<file path="config.mk">
export PLATFORM = sky130hd
export DESIGN_NAME = xcvr_rmw_sequencer
export DESIGN_NICKNAME = d
export VERILOG_FILES = /design/src/rtl/xrs_pkg.sv /design/src/rtl/xrs_table.sv /design/src/rtl/xrs_fsm.sv /design/src/rtl/xrs_datapath.sv /design/src/rtl/xcvr_rmw_sequencer.sv
export SDC_FILE = /design/constraint.sdc
export NUM_CORES = 1
export LEC_CHECK = 0
export ABC_AREA = 1
export CAP_MARGIN = 20
export CORE_MARGIN = 10
export CORE_UTILIZATION = 48
export CTS_BUF_LIST = sky130_fd_sc_hd__clkbuf_16
export DETAILED_ROUTE_END_ITERATION = 12
export GPL_ROUTABILITY_DRIVEN = 0
export PLACE_DENSITY_LB_ADDON = 0.2
export SLEW_MARGIN = 20
export SYNTH_ARGS = -nofsm -noshare
export SYNTH_HDL_FRONTEND = slang
export SYNTH_SLANG_ARGS = --single-unit
export TNS_END_PERCENT = 50
</file>
<file path="constraint.sdc">
create_clock -name clk -period 1.4 [get_ports clk]
set_input_delay 0.28 -clock clk [delete_from_list [all_inputs] [get_ports clk]]
set_output_delay 0.28 -clock clk [all_outputs]
set_load 0.02 [all_outputs]
</file>
<file path="src/rtl/xrs_pkg.sv">
package xrs_pkg;

  typedef enum logic [3:0] {
    ST_IDLE,
    ST_INIT,
    ST_INIT_WR,
    ST_RD,
    ST_MOD,
    ST_WR,
    ST_TRANS,
    ST_END_INIT,
    ST_END_INIT_WR,
    ST_RESET,
    ST_DONE
  } xrs_state_t;

  // Fixed ownership codes written to register 0x00 of each channel
  localparam logic [7:0] XRS_OWN_TAKE = 8'h02;
  localparam logic [7:0] XRS_OWN_GIVE = 8'h03;

endpackage

</file>
<file path="src/rtl/xrs_table.sv">
module xrs_table #(
  parameter int NUM_OFS = 3,
  parameter int ADDR_W  = 16,
  parameter int DATA_W  = 32,
  parameter int OI_W    = 2,
  parameter logic [NUM_OFS-1:0][ADDR_W-1:0] OFS_LIST  = '0,
  parameter logic [NUM_OFS-1:0][DATA_W-1:0] MASK_LIST = '0,
  parameter logic [NUM_OFS-1:0][DATA_W-1:0] VAL_LIST  = '0
) (
  input  logic [OI_W-1:0]   idx_i,
  output logic [ADDR_W-1:0] ofs_o,
  output logic [DATA_W-1:0] mask_o,
  output logic [DATA_W-1:0] val_o
);

  logic [ADDR_W-1:0] ofs_a  [NUM_OFS];
  logic [DATA_W-1:0] mask_a [NUM_OFS];
  logic [DATA_W-1:0] val_a  [NUM_OFS];

  for (genvar g = 0; g < NUM_OFS; g++) begin : g_ent
    assign ofs_a[g]  = OFS_LIST[g];
    assign mask_a[g] = MASK_LIST[g];
    assign val_a[g]  = VAL_LIST[g];
  end

  assign ofs_o  = ofs_a[idx_i];
  assign mask_o = mask_a[idx_i];
  assign val_o  = val_a[idx_i];

endmodule

</file>
<file path="src/rtl/xrs_fsm.sv">
module xrs_fsm
  import xrs_pkg::*;
#(
  parameter int NUM_CH  = 2,
  parameter int NUM_OFS = 3,
  parameter int CH_W    = 1,
  parameter int OI_W    = 2
) (
  input  logic            clk,
  input  logic            rst_n,
  input  logic            start_i,
  input  logic            mm_wait_i,
  input  logic            mm_rvalid_i,
  input  logic            rst_ready_i,
  output xrs_state_t      state_o,
  output logic [CH_W-1:0] ch_o,
  output logic [OI_W-1:0] oi_o,
  output logic            rd_cmd_o,
  output logic            wr_cmd_o,
  output logic            req_o,
  output logic            done_o,
  output logic            ev_rd_done_o
);

  xrs_state_t      st, nxt;
  logic [CH_W-1:0] ch;
  logic [OI_W-1:0] oi;
  logic            rd_pend;
  logic            req_sent;
  logic            last_ofs, last_ch;

  assign last_ofs     = (oi == OI_W'(NUM_OFS - 1));
  assign last_ch      = (ch == CH_W'(NUM_CH - 1));
  assign rd_cmd_o     = (st == ST_RD) && !rd_pend;
  assign wr_cmd_o     = (st == ST_INIT_WR) || (st == ST_WR) || (st == ST_END_INIT_WR);
  assign ev_rd_done_o = (st == ST_RD) && rd_pend && mm_rvalid_i;
  assign req_o        = (st == ST_RESET) && !req_sent;
  assign done_o       = (st == ST_DONE);

  always_comb begin
    nxt = st;
    case (st)
      ST_IDLE:        if (start_i) nxt = ST_INIT;
      ST_INIT:        nxt = ST_INIT_WR;
      ST_INIT_WR:     if (!mm_wait_i) nxt = ST_RD;
      ST_RD:          if (ev_rd_done_o) nxt = ST_MOD;
      ST_MOD:         nxt = ST_WR;
      ST_WR:          if (!mm_wait_i) nxt = ST_TRANS;
      ST_TRANS:       nxt = last_ofs ? ST_END_INIT : ST_RD;
      ST_END_INIT:    nxt = ST_END_INIT_WR;
      ST_END_INIT_WR: if (!mm_wait_i) nxt = last_ch ? ST_RESET : ST_INIT;
      ST_RESET:       if (req_sent && rst_ready_i) nxt = ST_DONE;
      ST_DONE:        nxt = ST_IDLE;
      default:        nxt = ST_IDLE;
    endcase
  end

  always_ff @(posedge clk or negedge rst_n) begin
    if (!rst_n) begin
      st       <= ST_IDLE;
      ch       <= '0;
      oi       <= '0;
      rd_pend  <= 1'b0;
      req_sent <= 1'b0;
    end else begin
      st       <= nxt;
      req_sent <= (st == ST_RESET);
      if (st == ST_IDLE && start_i) ch <= '0;
      if (st == ST_END_INIT_WR && !mm_wait_i && !last_ch) ch <= ch + CH_W'(1);
      if (st == ST_INIT_WR && !mm_wait_i) oi <= '0;
      if (st == ST_TRANS && !last_ofs) oi <= oi + OI_W'(1);
      if (rd_cmd_o && !mm_wait_i) rd_pend <= 1'b1;
      else if (ev_rd_done_o) rd_pend <= 1'b0;
    end
  end

  assign state_o = st;
  assign ch_o    = ch;
  assign oi_o    = oi;

endmodule

</file>
<file path="src/rtl/xrs_datapath.sv">
module xrs_datapath
  import xrs_pkg::*;
#(
  parameter int ADDR_W = 16,
  parameter int DATA_W = 32,
  parameter int CH_W   = 1,
  parameter logic [ADDR_W-1:0] CH_SPAN = 16'h0100
) (
  input  logic              clk,
  input  logic              rst_n,
  input  xrs_state_t        state_i,
  input  logic [CH_W-1:0]   ch_i,
  input  logic [ADDR_W-1:0] ofs_i,
  input  logic [DATA_W-1:0] mask_i,
  input  logic [DATA_W-1:0] val_i,
  input  logic [DATA_W-1:0] rdata_i,
  input  logic              rd_capture_i,
  output logic [ADDR_W-1:0] addr_o,
  output logic [DATA_W-1:0] wdata_o
);

  function automatic logic [DATA_W-1:0] merge_bits(
    input logic [DATA_W-1:0] old_v,
    input logic [DATA_W-1:0] mask_v,
    input logic [DATA_W-1:0] new_v);
    return (old_v & ~mask_v) | (new_v & mask_v);
  endfunction

  function automatic logic [ADDR_W-1:0] chan_base(input logic [CH_W-1:0] c);
    return ADDR_W'(c) * CH_SPAN;
  endfunction

  logic              own_phase;
  logic [ADDR_W-1:0] base;
  logic [DATA_W-1:0] rd_q;
  logic [DATA_W-1:0] wdata_q;

  assign own_phase = (state_i == ST_INIT) || (state_i == ST_INIT_WR) ||
                     (state_i == ST_END_INIT) || (state_i == ST_END_INIT_WR);
  assign base      = chan_base(ch_i);
  assign addr_o    = own_phase ? base : base + ofs_i;

  always_ff @(posedge clk or negedge rst_n) begin
    if (!rst_n) begin
      rd_q    <= '0;
      wdata_q <= '0;
    end else begin
      if (rd_capture_i) rd_q <= rdata_i;
      case (state_i)
        ST_INIT:     wdata_q <= DATA_W'(XRS_OWN_TAKE);
        ST_END_INIT: wdata_q <= DATA_W'(XRS_OWN_GIVE);
        ST_MOD:      wdata_q <= merge_bits(rd_q, mask_i, val_i);
        default:     wdata_q <= wdata_q;
      endcase
    end
  end

  assign wdata_o = wdata_q;

endmodule

</file>
<file path="src/rtl/xcvr_rmw_sequencer.sv">
module xcvr_rmw_sequencer
  import xrs_pkg::*;
#(
  parameter int NUM_CH  = 2,
  parameter int NUM_OFS = 3,
  parameter int ADDR_W  = 16,
  parameter int DATA_W  = 32,
  parameter logic [ADDR_W-1:0] CH_SPAN = 16'h0100,
  parameter logic [NUM_OFS-1:0][ADDR_W-1:0] OFS_LIST  = {16'h0044, 16'h0020, 16'h0008},
  parameter logic [NUM_OFS-1:0][DATA_W-1:0] MASK_LIST = {32'hFF00_0000, 32'h0000_00F0, 32'h0001_0003},
  parameter logic [NUM_OFS-1:0][DATA_W-1:0] VAL_LIST  = {32'h5A00_0000, 32'h0000_0060, 32'h0001_0002}
) (
  input  logic              clk,
  input  logic              rst_n,
  input  logic              start_i,
  output logic              done_o,
  output logic [ADDR_W-1:0] mm_addr_o,
  output logic              mm_read_o,
  output logic              mm_write_o,
  output logic [DATA_W-1:0] mm_wdata_o,
  input  logic [DATA_W-1:0] mm_rdata_i,
  input  logic              mm_wait_i,
  input  logic              mm_rvalid_i,
  output logic              xrst_req_o,
  input  logic              xrst_ready_i
);

  localparam int CH_W = (NUM_CH  > 1) ? $clog2(NUM_CH)  : 1;
  localparam int OI_W = (NUM_OFS > 1) ? $clog2(NUM_OFS) : 1;

  xrs_state_t        st;
  logic [CH_W-1:0]   ch;
  logic [OI_W-1:0]   oi;
  logic [ADDR_W-1:0] ent_ofs;
  logic [DATA_W-1:0] ent_mask, ent_val;
  logic              ev_rd_done;

  xrs_fsm #(.NUM_CH(NUM_CH), .NUM_OFS(NUM_OFS), .CH_W(CH_W), .OI_W(OI_W)) u_fsm (
    .clk(clk), .rst_n(rst_n), .start_i(start_i),
    .mm_wait_i(mm_wait_i), .mm_rvalid_i(mm_rvalid_i), .rst_ready_i(xrst_ready_i),
    .state_o(st), .ch_o(ch), .oi_o(oi),
    .rd_cmd_o(mm_read_o), .wr_cmd_o(mm_write_o),
    .req_o(xrst_req_o), .done_o(done_o), .ev_rd_done_o(ev_rd_done)
  );

  xrs_table #(.NUM_OFS(NUM_OFS), .ADDR_W(ADDR_W), .DATA_W(DATA_W), .OI_W(OI_W),
              .OFS_LIST(OFS_LIST), .MASK_LIST(MASK_LIST), .VAL_LIST(VAL_LIST)) u_tab (
    .idx_i(oi), .ofs_o(ent_ofs), .mask_o(ent_mask), .val_o(ent_val)
  );

  xrs_datapath #(.ADDR_W(ADDR_W), .DATA_W(DATA_W), .CH_W(CH_W), .CH_SPAN(CH_SPAN)) u_dp (
    .clk(clk), .rst_n(rst_n), .state_i(st), .ch_i(ch),
    .ofs_i(ent_ofs), .mask_i(ent_mask), .val_i(ent_val),
    .rdata_i(mm_rdata_i), .rd_capture_i(ev_rd_done),
    .addr_o(mm_addr_o), .wdata_o(mm_wdata_o)
  );

endmodule

</file>
After elaboration in Yosys (flattened, before gate mapping)

Cells that the tools add are included.

Flip-flop bits (word level): 73
Latch bits: 0
Bits in writable memories: 0
Memory bits (read-only): 0
Output and inout bits: 52
Logic and storage cells: 86
Memories kept: 0

Add/sub/neg operators: 3
Multiply operators: 0
Div/mod/pow operators: 0
Magnitude comparators: 1
Equality and inequality tests: 17
Shift-type cells: 0
Mux-type cells: 26
Bitwise operators: 5
Reduce and logical (&&, ||, !) cells: 27

Operators by type and width:

| operator                                                        | number |
|---|---|
| 32-bit binary-select mux with 2-bit select                      | 2 |
| 32-bit two-way mux                                              | 4 |
| 32-bit case mux with 3 select lines                             | 1 |
| 32-bit AND                                                      | 2 |
| 16-bit two-way mux                                              | 3 |
| 4-bit case mux with 10 select lines                             | 1 |
| 16-bit binary-select mux with 2-bit select                      | 1 |
| 32-bit NOT                                                      | 1 |
| 32-bit bitwise OR                                               | 1 |
| 4-bit two-way mux                                               | 7 |
| 9-bit by 16-bit adder with 16-bit output                        | 1 |
| 4-bit by 3-bit == test with 1-bit output, second input constant | 4 |
| 4-bit == test, second input constant                            | 3 |
| 2-bit inequality test, second input constant                    | 6 |
| 1-bit logical AND                                               | 11 |
| 4-bit by 2-bit == test with 1-bit output, second input constant | 2 |
| 6-bit AND reduction                                             | 1 |
| 2-bit nonzero test                                              | 3 |
| 1-bit logical NOT                                               | 5 |
| 1-bit logical OR                                                | 5 |
| 4-bit by 1-bit == test with 1-bit output, second input constant | 1 |
| 4-bit logical NOT                                               | 1 |
| 1-bit two-way mux                                               | 4 |
| 2-bit two-way mux                                               | 2 |
| 7 further kinds                                                 | 7 |

Depth between registers and ports, before layout

Gate-level depths: netlist of run 1.

Depth after elaboration: 8
Depth in mapped cells: 8
Depth with buffers taken out: 8

By module

A second synthesis of run 1 with hierarchy kept.

Cells, all modules: 582
Area total of the unflattened synthesis: 4354.2 sq um

By module, submodules not included:

| module       | times used | cells an instance | area an instance (sq um) | sequential area each (sq um) |
|---|---|---|---|---|
| xrs_datapath | 1          | 419               | 3176.8                   | 1601.5 |
| xrs_table    | 1          | 83                | 600.6                    | 0.0 |
| xrs_fsm      | 1          | 80                | 576.8                    | 225.2 |

Worst setup path after synthesis of run 1

No wires, ideal clock.

Kind: reg2out
Start: register u_fsm.oi[0] (netlist: u_fsm.oi_o[0])
End: output port mm_addr_o[6]
Arrival: 1.377 ns
Path slack: -0.257 ns
Cell stages (with the launch flop): 6
Path buffers: 1
Cells stage by stage: dfrtp_1 inv_1 ha_1 inv_1 nor2_1 buf_4

Cells in the longest elaborated chain, start to end: 6

Ends and longest elaborated chain:

| what                                                  | line                     | text |
|---|---|---|
| from (decl)                                           | xrs_fsm.sv:27            | `logic [OI_W-1:0] oi;` |
| from (signal assigned)                                | xrs_fsm.sv:71            | `if (st == ST_TRANS && !last_ofs) oi <= oi + OI_W'(1);` |
| 2-bit NOT with 3-bit output (not written as such)     | xrs_table.sv:26          | `assign ofs_o = ofs_a[idx_i];` |
| 16-bit binary-select mux with 2-bit select            | xrs_table.sv:26          |  |
| 16-bit two-way mux (not written as such) (2 in a row) | xrs_table.sv:26          |  |
| 9-bit by 16-bit adder with 16-bit output              | xrs_datapath.sv:41       | `assign addr_o = own_phase ? base : base + ofs_i;` |
| 16-bit two-way mux                                    | xrs_datapath.sv:41       |  |
| to (decl)                                             | xcvr_rmw_sequencer.sv:17 | `output logic [ADDR_W-1:0] mm_addr_o,` |

No other way between the ends. The select of a mux whose other input is x is not followed.

Worst setup path after layout of run 1

Start: register u_fsm.st[3] (netlist: u_fsm.state_o[3])
End: output port mm_addr_o[3]

Cells in the longest elaborated chain, start to end: 5
Elaborated cells on any way between the ends: 8
Those cells by class: eq/ne (4); mux (1); reduce/logical (3)

Ends and longest elaborated chain:

| what                                                                                                 | line               | text |
|---|---|---|
| from (decl)                                                                                          | xrs_fsm.sv:25      | `xrs_state_t st, nxt;` |
| from (signal assigned)                                                                               | xrs_fsm.sv:66      | `st <= nxt;` |
| 4-bit by 1-bit == test with 1-bit output or 4-bit by 2-bit == test with 1-bit output (tied branches) | xrs_datapath.sv:38 | `assign own_phase = (state_i == ST_INIT) \|\| (state_i == ST_INIT_WR) \|\|` |
| 1-bit logical OR (2 in a row)                                                                        | xrs_datapath.sv:38 |  |
| 1-bit logical OR *                                                                                   | xrs_datapath.sv:39 | `(state_i == ST_END_INIT) \|\| (state_i == ST_END_INIT_WR);` |
| 16-bit two-way mux *                                                                                 | xrs_datapath.sv:41 |  |

Every way passes the cells marked *; elsewhere a longest branch is shown, timed or not.

==> metrics.md, run 1 <==
| Metric | Value |
|---|---|
| FF+latch area | between 0.0015 and 0.002 mm² |
| Max Cap Viol | 0 |
| Element type at the critical path end | primary output |
| 1st-iter DRT viols | between 80 and 90 |
| Period utilization | 129% |
| Clock transition at path regs | around 0.06 ns |
| Status | finished, violations left |
| First-pass GRT wire length | ~14000 µm |
| DRT Pass-1 Iters | 4 |
| Vias in the first global route | between 2000 and 3000 |
| Final hold violation count | 0 |
| GR Util met1 | around a fifth |
| CP max stage cell | dfrtp_2 |
| Clk Latency, worst-skew pair | between 0.3 and 0.4 ns |
| VDD IR-drop max | roughly 1300 µV |
| Synth top area share | 54.6% |
| Drt total wl | 9230 µm |
| Crit Path Max Fanout | 4 |
| Post-Layout Inst Area | ~0.0049 mm² |
| Cell types occupying the most area after synthesis | dfrtp_1, nand2_1, a21oi_2, inv_1, o21ai_1 |
| XOR/XNOR share of the synthesized area | 0% |
| Core area | between 0.006 and 0.007 mm² |
| Met2 usage | between 20 and 30% |
| Util after Layout | slightly above 70% |
| Pwr Density | between 2000 and 2500 mW/mm² |
| #FFs+latches synth | 73 |
| Number of port buffers | slightly below 80 |
| Synth Area in Compound Gates | roughly 12% |
| Grt total ovfl | 0 |
| Post-Synth Adder-Cell Area | 1.12% |
| FF-to-FF path depth | 8 |
| Synth Cell Area | about 0.0033 mm² |
| CTS H-tree depth | 3 |
| Final antenna-violating net count | 0 |
| Root Driver | clkbuf_16 |
| Post-DP HPWL | 5840 µm |
| GR Util met3 | under 10% |
| Failing checks | setup timing |
| Mux contribution to synthesized area | 0% |
| Non-Filler Instances | a little under 600 |
| Critical path launch point type | flip-flop |
| CTS tree | built |
| Gr usage total | 16.7% |
| Vias post-DR | 2837 |
| Synth top cells by count | nand2_1, dfrtp_1, inv_1 |
| WHS | 0.433 ns |
| FILL cells | 496 |
| Final #Nets | approximately 520 |
| Final Skew | roughly 0.0075 ns |
| CP top delay family | simple AND/OR/NAND/NOR gates |
| Max incr delay on CP | around 0.45 ns |
| Synthesized area per cell | between 9 and 10 µm² |
| Area after DPL | approximately 0.0044 mm² |
| Post-layout power | about 11 mW |
| Final Max Tran Viols | 0 |
| Kind of critical path | reg2out |
| Cell Count Post-Placement | ~550 |
| Die Y | about 100 µm |
| Synth cell types | 27 |
| Multi-input combinational cell area | around 0.0013 mm² |
| Initial antenna violation count | 0 |
| CP required | 1.12 ns |
| Worst path arrival time | between 1.5 and 2 ns |
| Site Rows | 30 |
| Tmin final | between 1.5 and 2 ns |
| Worst-path cell chain | inv_2, nor2_4, nand2_2, nand4_1, nor2_1, buf_4 |
| Via density | roughly 4.9 |
| P&R area growth vs syn | 47.5% |
| Cells after synthesis | approximately 360 |
| Die footprint | between 0.01 and 0.015 mm² |
| Clock tree buffer depth | 2 |
| # DRC | 0 |
| Asr flop ratio synth | 100% |
| Boundary pin count | 90 |
| Wire length per cell | 15.8 µm |
| Levels on crit path | 6 |
| CTS Buf Count | 9 |
| Initial Utilization | around 50% |
| Hold Crit Class | in2async |
| Fmax | between 500 and 600 MHz |
| Top cell type by total area after synthesis | dfrtp_1 |
| Yosys warnings | 0 |
| GRT busiest layer | met2 |
| Chip Width | approximately 100 µm |
| Final setup vio count | 61 |
| Final worst slack | -0.410 ns |
| Crit path buf inv count | 2 |
| Post-synth EDFFs | 0 |
| Main combinational cell family by area after synthesis | simple AND/OR/NAND/NOR gates |
| # diodes | 0 |
| Ys flop type | dfrtp_1 |
| Clock Sinks | 73 |
| Sum Neg Setup Slack | -5.84 ns |
| Sequential area share after synthesis | 54.6% |
| Place WS | -0.544 ns |
| Simple-gate portion of the synthesized area | roughly a fifth |
| Layout cells sized above 1 | between 30% and 40% |
| Leak | between 2 and 3 nW |
| RSZ-0062 raised after global routing | yes |
| Top-count cell post-synth | nand2_1 |
| Largest net degree at the start of global routing | 35 |
[worst register-to-register path, delay by kind of cell (launching register included)]
| kind | cells | cell delay, ns |
|---|---|---|
| buffers and inverters | 4 | 0.58 |
| AO/OA/AOI/OAI | 1 | 0.05 |
| flip-flops | 1 | 0.45 |
| AND/OR/NAND/NOR | 3 | 0.37 |
[state kept, by name, summed over array words and instances (netlist names)]
register / flops
u_dp.wdata_o: 32
u_fsm.ch_o: 1
u_dp.rd_q: 32
u_fsm.req_sent: 1
u_fsm.state_o: 4
u_fsm.oi_o: 2
u_fsm.rd_pend: 1
[report_power, final]
group | total (mW) | leakage, nW | switching [mW] | internal [mW]
sequential | 3.52 | 0.904 | 0.504 | 3.01
clock | 1.96 | 0.125 | 0.800 | 1.16
combinational | 5.34 | 1.55 | 3.15 | 2.19
[routing by layer]
| layer | wire [µm] | part of all wire (%) |
|---|---|---|
| met1 | 3730 | 40 |
| met2 | 4660 | 51 |
| met3 | 660 | 7.1 |
| met4 | 179 | 1.9 |
| met5 | 0 | 0 |
[timing repair]
item,4_1_cts,5_1_grt
hold endpoints to repair,28,0
pin swaps,6,7
gates cloned,2,5
gates resized for setup,98,32
endpoints found under the setup margin,101,78
setup buffers,3,5
hold buffers,1,0
[worst paths after layout]
| kind | from | endpoint | slack, ns |
|---|---|---|---|
| max in group asynchronous | rst_n | u_fsm.state_o[0] | 0.42 |
| min in group clk | u_dp.wdata_o[25] | u_dp.wdata_o[25] | 0.46 |
| setup / recovery | u_fsm.state_o[3] | mm_addr_o[3] | -0.41 |
| setup reg to reg | u_fsm.state_o[2] | u_dp.rd_q[11] | -0.18 |
| hold reg to reg | u_dp.wdata_o[25] | u_dp.wdata_o[25] | 0.46 |
| hold / removal | rst_n | u_dp.rd_q[12] | 0.43 |
[layout make-up]
class,count,share of cell area [%]
multi-input combinational,225,26.0
inverter,47,3.83
clock buffer,9,4.57
timing repair inverter,3,0.736
clock inverter,6,0.558
tap,96,2.44
timing repair buffer,124,24.7
sequential,73,37.2
[cells in the final DEF (no fill, tap or decap), drive strengths merged]
cell type / count
nand2: 84
dfrtp: 73
buf: 51
inv: 49
o21ai: 43
nor2: 38
clkdlybuf4s50: 36
dlygate4sd2: 33
a21oi: 20
nand3: 20
clkbuf: 12
conb: 11
clkinv: 6
ha: 3
nor3: 2
nand4: 2
nand3b: 1
o31ai: 1
clkinvlp: 1
dlygate4sd3: 1
[cell families (layout without fill, tap and decap cells)]
family,Yosys count,count (layout)
AO/OA/AOI/OAI,64,64
adder cells (fa/ha/maj),3,3
buffers and inverters,73,189
flip-flops,73,73
other,1,11
AND/OR/NAND/NOR,147,147
Note: power is estimated with default switching activity, not from simulation.
==> inputs of run 2 (changes only) <==
Settings changed: CORE_UTILIZATION 48 to 55, DONT_BUFFER_PORTS set to 1, HOLD_SLACK_MARGIN set to 0.03.
==> run 2 against run 1 <==
- the run ends with hold timing, setup timing left
- critical path depth is the same
- via count shrank 15%
- global-route usage shrank 1.2 points
- highest routed layer unchanged
==> metrics.md, run 2 (synthesis results as in run 1) <==
| Metric | Value |
|---|---|
| CTS tree | built |
| Max Cap Viol | 0 |
| Vias in the first global route | ~2500 |
| RSZ-0062 raised after global routing | yes |
| Multi-input combinational cell area | roughly 0.0012 mm² |
| Post-DP HPWL | a little over 5000 µm |
| FILL cells | between 400 and 500 |
| Pwr Density | between 2000 and 2500 mW/mm² |
| Fmax | roughly 540 MHz |
| First-pass GRT wire length | around 12000 µm |
| CTS H-tree depth | 3 |
| # DRC | 0 |
| FF+latch area | between 0.0015 and 0.002 mm² |
| Clock Sinks | 73 |
| Critical path launch point type | flip-flop |
| Crit Path Max Fanout | 5 |
| Wire length per cell | approximately 16 µm |
| Kind of critical path | reg2out |
| Leak | just over 2 nW |
| Final antenna-violating net count | 0 |
| Period utilization | 132% |
| Worst reg2reg setup slack | -0.10 ns |
| Gr usage total | approximately 16% |
| Final setup vio count | 48 |
| Chip Width | approximately 98 µm |
| Worst r2r dst | u_dp.rd_q[22] |
| Core area | about 0.006 mm² |
| Final Max Tran Viols | 0 |
| VDD IR-drop max | 1270 µV |
| Site Rows | 28 |
| Post-layout power | approximately 9.6 mW |
| Clk Latency, worst-skew pair | around 0.32 ns |
| Initial Utilization | between 50% and 60% |
| Initial antenna violation count | 0 |
| Element type at the critical path end | primary output |
| Final #Nets | approximately 430 |
| Drt total wl | 7570 µm |
| WHS | -0.346 ns |
| Boundary pin count | 90 |
| CTS Buf Count | 9 |
| Reg2reg start | u_fsm.state_o[2] |
| Final worst slack | -0.450 ns |
| CP required | between 1 and 1.5 ns |
| FF-to-FF path depth | 6 |
| Area after DPL | roughly 0.0035 mm² |
| Die footprint | 0.00960 mm² |
| Most common cell after layout, fill and taps aside | nand2_1 |
| Number of port buffers | 0 |
| Tmin final | approximately 1.9 ns |
| Worst path arrival time | 1.57 ns |
| Final Skew | around 0.01 ns |
| Clock tree buffer depth | 2 |
| Status | finished, violations left |
| Vias post-DR | approximately 2400 |
| Die Y | a little under 100 µm |
| Clock transition at path regs | roughly 0.060 ns |
| Via density | 5.13 |
| # diodes | 0 |
| Most frequent cells in the layout | nand2_1, dfrtp_1, inv_1 |
| P&R area growth vs syn | 17.9% |
| DRT Pass-1 Iters | 4 |
| Layout cells sized above 1 | about a third |
| Grt total ovfl | 0 |
| Failing checks | hold timing, setup timing |
| Root Driver | clkbuf_16 |
| Largest net degree at the start of global routing | 74 |
| Final hold violation count | 73 |
| 1st-iter DRT viols | 105 |
| Post-Layout Inst Area | around 0.0039 mm² |
| Hold Crit Class | in2async |
[run 2: cell count changes in the layout (fill, tap and decap cells not counted), sizes merged, moves of 3 or more]
cell | before | now
clkdlybuf4s50 | 36 | 0
buf | 51 | 36
clkinvlp | 1 | 4
dlygate4sd2 | 33 | 0
clkinv | 6 | 3
clkbuf | 12 | 9
[run 2: where the power goes]
group	internal (mW)	switching, mW
clock network	1.19	0.866
logic	1.42	2.07
registers	3.01	1.09
total	5.62	4.03
[run 2: repair_timing]
action / 4_1_cts / 5_1_grt
pin swaps: 7 / 8
endpoints found under the setup margin: 58 / 78
hold endpoints to repair: 73 / 73
setup buffers: 10 / 5
gates cloned: 0 / 0
resized for setup: 17 / 16
[run 2: cell type report]
cell class	instances	share of cell area, %
well taps	75	2.38
clock inverters	7	1.17
repair buffers	36	8.16
clock buffers	9	5.72
flip-flops and latches	73	46.5
multi-input cells	225	31.3
inverters	47	4.80
[run 2: routing by layer]
metal	vias to the layer above	part of all wire (%)	track usage, %
met5	-	0	0
met4	0	1.5	4.70
met3	11	9.1	6.20
met2	87	48	24.8
met1	1151	42	18.8
li1	1173	-	-
[run 2: worst max-delay path by stage]
stage	cells after the start	startpoint	slack, ns	end
2_1_floorplan	6	u_fsm.state_o[1]	-0.07	mm_addr_o[6]
4_1_cts	6	u_fsm.state_o[3]	-0.44	mm_addr_o[5]
5_1_grt	5	u_fsm.state_o[2]	-0.51	mm_read_o
3_5_place_dp	7	u_fsm.state_o[1]	-0.1	u_dp.wdata_o[2]
3_3_place_gp	6	u_fsm.state_o[0]	-0.06	mm_addr_o[5]
6_report	6	u_fsm.state_o[1]	-0.45	mm_addr_o[5]
[run 2: per-stage QoR]
stage               TNS, ns  instances  setup slack [ns]  utilization (%)
detailed placement    -3.10        448           -0.0968             59.3
finish                -5.01        472            -0.450             66.5
CTS                   -5.11        473            -0.443             65.8
floorplan            -0.146        371           -0.0703                -
global placement      -1.83        448           -0.0587             59.3
global route          -9.80        472            -0.514             66.5
[run 2: worst max-delay path, stage by stage (launching register included)]
cell,delay [ns]
dfrtp_2,0.46
nand2_2,0.09
inv_2,0.05
nand2_4,0.05
nand4_1,0.22
nor2_1,0.20
buf_4,0.17
